File: config.mk
export PLATFORM = sky130hd
export DESIGN_NAME = flagbr_nextpc
export DESIGN_NICKNAME = d
export VERILOG_FILES = /design/src/rtl/flagbr_pkg.sv /design/src/rtl/flagbr_cond.sv /design/src/rtl/flagbr_ras.sv /design/src/rtl/flagbr_pcsel.sv /design/src/rtl/flagbr_nextpc.sv
export SDC_FILE = /design/constraint.sdc
export NUM_CORES = 1
export LEC_CHECK = 0
export BUFFER_PORTS_ARGS = -buffer_cell sky130_fd_sc_hd__buf_2
export CORE_MARGIN = 4
export CORE_UTILIZATION = 50
export CTS_CLUSTER_SIZE = 16
export DETAILED_ROUTE_END_ITERATION = 16
export GPL_ROUTABILITY_DRIVEN = 0
export HOLD_SLACK_MARGIN = 0.02
export PLACE_DENSITY = 0.7
export SYNTH_ARGS = -nofsm -noshare
export SYNTH_HDL_FRONTEND = slang
export SYNTH_SLANG_ARGS = --single-unit
File: constraint.sdc
create_clock -name clk -period 3.5 [get_ports clk]
set_input_delay 0.35 -clock clk [delete_from_list [all_inputs] [get_ports clk]]
set_output_delay 0.35 -clock clk [all_outputs]
set_load 0.01 [all_outputs]
File: src/rtl/flagbr_pkg.sv
package flagbr_pkg;
   localparam int OPC_W = 4;

   typedef enum logic [OPC_W-1:0] {
      OPC_NOP  = 4'b0000,
      OPC_RET  = 4'b0110,
      OPC_BR   = 4'b1100,
      OPC_CALL = 4'b1101
   } opc_e;

   typedef enum logic [1:0] {
      SEL_SEQ,
      SEL_TGT,
      SEL_POP
   } pc_src_e;
endpackage

File: src/rtl/flagbr_cond.sv
// Masked flag comparison: every enabled bit must agree with the pattern.
module flagbr_cond #(
   parameter int FLAG_W = 4
) (
   input  logic [FLAG_W-1:0] pat,
   input  logic [FLAG_W-1:0] en,
   input  logic [FLAG_W-1:0] flags,
   output logic              hit
);
   if (FLAG_W < 1) begin : g_bad_w
      $error("flagbr_cond: FLAG_W must be at least 1");
   end

   logic [FLAG_W-1:0] miss;

   for (genvar b = 0; b < FLAG_W; b++) begin : g_bit
      assign miss[b] = en[b] & (pat[b] ^ flags[b]);
   end

   assign hit = ~|miss;
endmodule

File: src/rtl/flagbr_ras.sv
// Return-address stack with count pointer and sticky misuse flags.
module flagbr_ras #(
   parameter int AW    = 8,
   parameter int DEPTH = 8
) (
   input  logic          clk,
   input  logic          rst,
   input  logic          push,
   input  logic          pop,
   input  logic [AW-1:0] push_data,
   output logic [AW-1:0] top,
   output logic          empty,
   output logic          full,
   output logic          ovf,
   output logic          unf
);
   localparam int CNT_W = $clog2(DEPTH + 1);
   localparam int IDX_W = (DEPTH > 1) ? $clog2(DEPTH) : 1;
   localparam logic [CNT_W-1:0] FULL_CNT = CNT_W'(DEPTH);

   if (DEPTH < 2) begin : g_bad_depth
      $error("flagbr_ras: DEPTH must be at least 2");
   end
   if (AW < 1) begin : g_bad_aw
      $error("flagbr_ras: AW must be at least 1");
   end

   logic [AW-1:0]    mem [DEPTH];
   logic [CNT_W-1:0] cnt;
   logic [CNT_W-1:0] cnt_dec;
   logic [IDX_W-1:0] wr_idx;
   logic [IDX_W-1:0] rd_idx;
   logic             do_push;
   logic             do_pop;

   assign empty   = (cnt == '0);
   assign full    = (cnt == FULL_CNT);
   assign cnt_dec = cnt - 1'b1;
   assign wr_idx  = IDX_W'(cnt);
   assign rd_idx  = IDX_W'(cnt_dec);
   assign top     = mem[rd_idx];
   assign do_push = push & ~full;
   assign do_pop  = pop & ~empty;

   always_ff @(posedge clk) begin
      if (rst) begin
         cnt <= '0;
         ovf <= 1'b0;
         unf <= 1'b0;
      end else begin
         if (do_push) cnt <= cnt + 1'b1;
         else if (do_pop) cnt <= cnt_dec;
         if (push & full) ovf <= 1'b1;
         if (pop & empty) unf <= 1'b1;
      end
   end

   for (genvar e = 0; e < DEPTH; e++) begin : g_slot
      always_ff @(posedge clk) begin
         if (!rst && do_push && (wr_idx == IDX_W'(e)))
            mem[e] <= push_data;
      end
   end
endmodule

File: src/rtl/flagbr_pcsel.sv
// Opcode decode and next-PC source selection.
module flagbr_pcsel #(
   parameter int PC_W = 8
) (
   input  logic [flagbr_pkg::OPC_W-1:0] op,
   input  logic                         hit,
   input  logic                         stk_empty,
   input  logic [PC_W-1:0]              pc,
   input  logic [PC_W-1:0]              tgt,
   input  logic [PC_W-1:0]              stk_top,
   output logic [PC_W-1:0]              nxt,
   output logic                         push,
   output logic                         pop
);
   import flagbr_pkg::*;

   pc_src_e src;

   always_comb begin
      src  = SEL_SEQ;
      push = 1'b0;
      pop  = 1'b0;
      case (op)
         OPC_BR: begin
            if (hit) src = SEL_TGT;
         end
         OPC_CALL: begin
            if (hit) begin
               src  = SEL_TGT;
               push = 1'b1;
            end
         end
         OPC_RET: begin
            pop = 1'b1;
            if (!stk_empty) src = SEL_POP;
         end
         default: src = SEL_SEQ;
      endcase
   end

   always_comb begin
      case (src)
         SEL_TGT: nxt = tgt;
         SEL_POP: nxt = stk_top;
         default: nxt = pc + 1'b1;
      endcase
   end
endmodule

File: src/rtl/flagbr_nextpc.sv
module flagbr_nextpc #(
   parameter int PC_W      = 8,
   parameter int FLAG_W    = 4,
   parameter int RAS_DEPTH = 8
) (
   input  logic                         clk,
   input  logic                         rst,
   input  logic [flagbr_pkg::OPC_W-1:0] op,
   input  logic [PC_W-1:0]              tgt_addr,
   input  logic [FLAG_W-1:0]            flag_pat,
   input  logic [FLAG_W-1:0]            flag_en,
   input  logic [FLAG_W-1:0]            alu_flags,
   output logic [PC_W-1:0]              pc,
   output logic [PC_W-1:0]              next_pc,
   output logic                         ras_overflow,
   output logic                         ras_underflow
);
   if (PC_W < 2) begin : g_bad_pcw
      $error("flagbr_nextpc: PC_W must be at least 2");
   end

   logic            cond_hit;
   logic            stk_push;
   logic            stk_pop;
   logic            stk_empty;
   logic            stk_full;
   logic [PC_W-1:0] stk_top;

   flagbr_cond #(.FLAG_W(FLAG_W)) cond_i (
      .pat   (flag_pat),
      .en    (flag_en),
      .flags (alu_flags),
      .hit   (cond_hit)
   );

   flagbr_pcsel #(.PC_W(PC_W)) sel_i (
      .op        (op),
      .hit       (cond_hit),
      .stk_empty (stk_empty),
      .pc        (pc),
      .tgt       (tgt_addr),
      .stk_top   (stk_top),
      .nxt       (next_pc),
      .push      (stk_push),
      .pop       (stk_pop)
   );

   flagbr_ras #(.AW(PC_W), .DEPTH(RAS_DEPTH)) ras_i (
      .clk       (clk),
      .rst       (rst),
      .push      (stk_push),
      .pop       (stk_pop),
      .push_data (pc),
      .top       (stk_top),
      .empty     (stk_empty),
      .full      (stk_full),
      .ovf       (ras_overflow),
      .unf       (ras_underflow)
   );

   always_ff @(posedge clk) begin
      if (rst) pc <= '0;
      else     pc <= next_pc;
   end
endmodule

==> impl_metrics.yaml <==
status:
  run_status: "finished, final reports clean"
clocking:
  cts.sinks: 78
  clock_latency_ps: 350
  tritoncts.num_buffers: 9
  post_cts_hold_buffer_count: 0
  clock_path_buffers: 2
  cts_tree: "done"
  postCtsResizedCells: 0
  post_cts_buffers: 0
  cts.htree.levels: 3
  path_clk_slew_ps: 80
  root_buffer: "sky130_fd_sc_hd__clkbuf_8"
worst_setup_path:
  cell_with_the_most_instances_on_the_worst_path: "sky130_fd_sc_hd__ha_1"
  ff_to_ff_setup_slack_ps: 940
  crit_path_end_kind: "primary output"
  worstReg2RegStart: "ras_i.cnt[1]$_SDFFE_PP0P_"
  crit_path_end: "next_pc[6]"
  worstPathArrival_ps: 2890
  r2r_path_end: "pc[6]$_SDFF_PP0_"
  criticalPathCategory: "register to primary output"
  critical_path_cell_by_cell: "inv_1 > ha_1 > nor3b_1 > or2_2 > ha_1 > nand2b_1 > a31oi_1 > nand4_1 > nand3_1 > buf_2"
  rr_worst_depth: 9
  slowest_delay_ps: 430
  path_max_fanout: 7
  cp_launch_type: "register"
  cp-startpoint: "ras_i.cnt[1]$_SDFFE_PP0P_"
  worst-endpoint-required_ps: 3150
  critPathSlowestCell: "sky130_fd_sc_hd__dfxtp_1"
routing:
  drc: 0
  dr.first_iter.drc_count: 148
  avgRoutedWirePerCell_um: 19.6
  met1Wirelength_um: 3390
  drt.antenna.violating_nets: 0
  highest_layer: "met4"
  drt_wl_total_um: 8180
  via_count: 2344
  route.met3.wl_um: 681
  avgViaCountPerCell: 5.61
  met2_length_um: 4010
  number_of_search_and_repair_iterations_in_the_first_detailed_routing_pass: 4
floorplanning:
  rows: 30
  effective_utilization_at_floorplan_pct: 52.3
  total_die_area_um2: 8650
  dieWidth_um: 93.0
  core_um2: 6910
  io-pin-count: 44
  floorplan.die.height_um: 93.0
timing:
  clock.fmax_mhz: 308
  setup_repair_after_global_routing_missed_its_margin: "false"
  final-hold-violation-count: 0
  fin_worst_skew_ps: 4.82
  tns_ps: 0
  finalCritPeriodShare_pct: 92.7
  post-route-min-period_ps: 3240
  setup_viols_final: 0
  worst_slew_pin_slew_ps: 590
  timing.slew.headroom_pct: 60.6
  slew_violations: 0
synth:
  ys_dominant_reg_cell: "sky130_fd_sc_hd__edfxtp_1"
  postSynth.asyncResetShare_pct: 0
  mappedNetlistArea_um2: 3610
  ys_ff_latch: 78
  synth.distinct_cells: 46
  synth-warning-count: 0
  synth_nets: 297
  ys_seq_area_share_pct: 61.0
  post_synthesis_cells: 261
  synthesized_area_divided_by_synthesized_cell_count_um2: 13.8
  synth_edf_count: 64
power:
  p_leak_uw: 0.00158
  ir_drop_mv: 0.202
  totalPowerFinal_uw: 1860
  power_per_cell_area_nw_per_um2: 440
finish:
  area_delta_synth_final_pct: 17.0
  diodes: 0
  final_nets: 353
  nFillCells: 583
  post_route_cells_drive_above_1_share_pct: 27.6
grt:
  grt_pass1_wl_um: 13300
  global_route.usage.total_pct: 20.7
  grt_max_degree: 24
  global_route.overflow_total: 0
  number_of_global_route_vias_before_repair: 2443
  antenna_found_initial: 0
place:
  place.port_buffers: 43
  dp.final_hpwl_um: 5480
worst_hold_path:
  min-delay-start: "tgt_addr[5]"
  hp-class: "primary input to register"
flow_run:
  max_cap_viol_count: 0
[metal layers]
metal / GRT usage [%] / vias to the layer above
met5: 0 / -
met3: 4.34 / 7
met1: 29.6 / 1141
li1: - / 1116
met4: 8.06 / 0
met2: 31.1 / 80
[critical path: cells and delay by family, from the launching register on]
family          cells  cell delay [ps]
simple gates        5             1070
fa+ha+maj           2              550
flops               1              430
compound gates      1              270
buf+inv             2              250
[report_power, final]
part | internal (µW) | switching [µW]
logic | 49.2 | 65.1
clock network | 400 | 325
registers | 1000 | 14.6
total | 1450 | 405
[cell usage in the layout (no fill, tap or decap), types with 10 or more instances in the layout]
master / count
sky130_fd_sc_hd__edfxtp_1: 64
sky130_fd_sc_hd__buf_2: 43
sky130_fd_sc_hd__inv_1: 10
sky130_fd_sc_hd__nand2_1: 15
sky130_fd_sc_hd__dfxtp_1: 14
sky130_fd_sc_hd__ha_1: 10
sky130_fd_sc_hd__buf_4: 14
sky130_fd_sc_hd__a21oi_1: 10
sky130_fd_sc_hd__nand3_1: 20
sky130_fd_sc_hd__mux2i_1: 20
[state kept, by name, summed over array words and instances (netlist names)]
register / flops
ras_i.ovf: 1
ras_i.unf: 1
pc: 8
ras_i.mem: 64
ras_i.cnt: 4
[cell usage after synthesis, types with 3 or more instances]
cell	n	area [µm²]
sky130_fd_sc_hd__edfxtp_1	64	1920
sky130_fd_sc_hd__mux2i_1	20	200
sky130_fd_sc_hd__nand3_1	20	100
sky130_fd_sc_hd__nand2_1	15	56.3
sky130_fd_sc_hd__dfxtp_1	14	280
sky130_fd_sc_hd__a21oi_1	10	50.1
sky130_fd_sc_hd__ha_1	10	125
sky130_fd_sc_hd__inv_1	10	37.5
sky130_fd_sc_hd__a31oi_1	7	43.8
sky130_fd_sc_hd__clkbuf_1	7	26.3
sky130_fd_sc_hd__nand4_1	7	43.8
sky130_fd_sc_hd__xor2_1	7	61.3
sky130_fd_sc_hd__mux4_2	6	135
sky130_fd_sc_hd__a21o_1	5	37.5
sky130_fd_sc_hd__a22oi_1	5	37.5
sky130_fd_sc_hd__buf_2	4	20.0
sky130_fd_sc_hd__nor3b_1	4	30.0
sky130_fd_sc_hd__nor4b_2	4	60.1
sky130_fd_sc_hd__xnor2_1	4	35.0
sky130_fd_sc_hd__nor2_1	3	11.3
sky130_fd_sc_hd__nor3_1	3	15.0
[cell type report]
type | instances | area (µm²) | area share, %
multi-input cells | 160 | 1310 | 31.1
repair buffers | 58 | 340 | 8.05
flip-flops and latches | 78 | 2200 | 52.1
well taps | 96 | 120 | 2.84
inverters | 10 | 37.5 | 0.888
clock inverters | 6 | 86.3 | 2.04
clock buffers | 10 | 128 | 3.02
[per-stage QoR]
stage               hold WS [ps]  std cells  util [%]  worst slack, ps  instance area [µm²]
floorplan                    483        261         -              356                 3610
global placement             447        402      58.1              615                 4010
detailed placement           453        402      58.1              566                 4010
CTS                          282        418      61.2              204                 4230
global route                 302        418      61.2             58.5                 4230
finish                       293        418      61.2              256                 4230
[worst min-delay path by stage]
stage | end | cells after the start
3_3_place_gp | ras_i.unf$_SDFFE_PP0P_ | 1
3_5_place_dp | ras_i.unf$_SDFFE_PP0P_ | 1
5_1_grt | pc[5]$_SDFF_PP0_ | 3
2_1_floorplan | ras_i.cnt[1]$_SDFFE_PP0P_ | 1
4_1_cts | pc[5]$_SDFF_PP0_ | 3
6_report | pc[5]$_SDFF_PP0_ | 3
[cell families (layout without fill, tap and decap cells)]
kind of cell | count (synthesis) | in the layout | synth area share [%]
compound gates | 41 | 41 | 8.45
flops | 78 | 78 | 61.0
xor+xnor | 11 | 11 | 2.67
mux | 27 | 27 | 9.59
fa+ha+maj | 10 | 10 | 3.46
buf+inv | 23 | 84 | 2.84
simple gates | 71 | 71 | 12.0
Note: power is estimated with default switching activity, not from simulation.
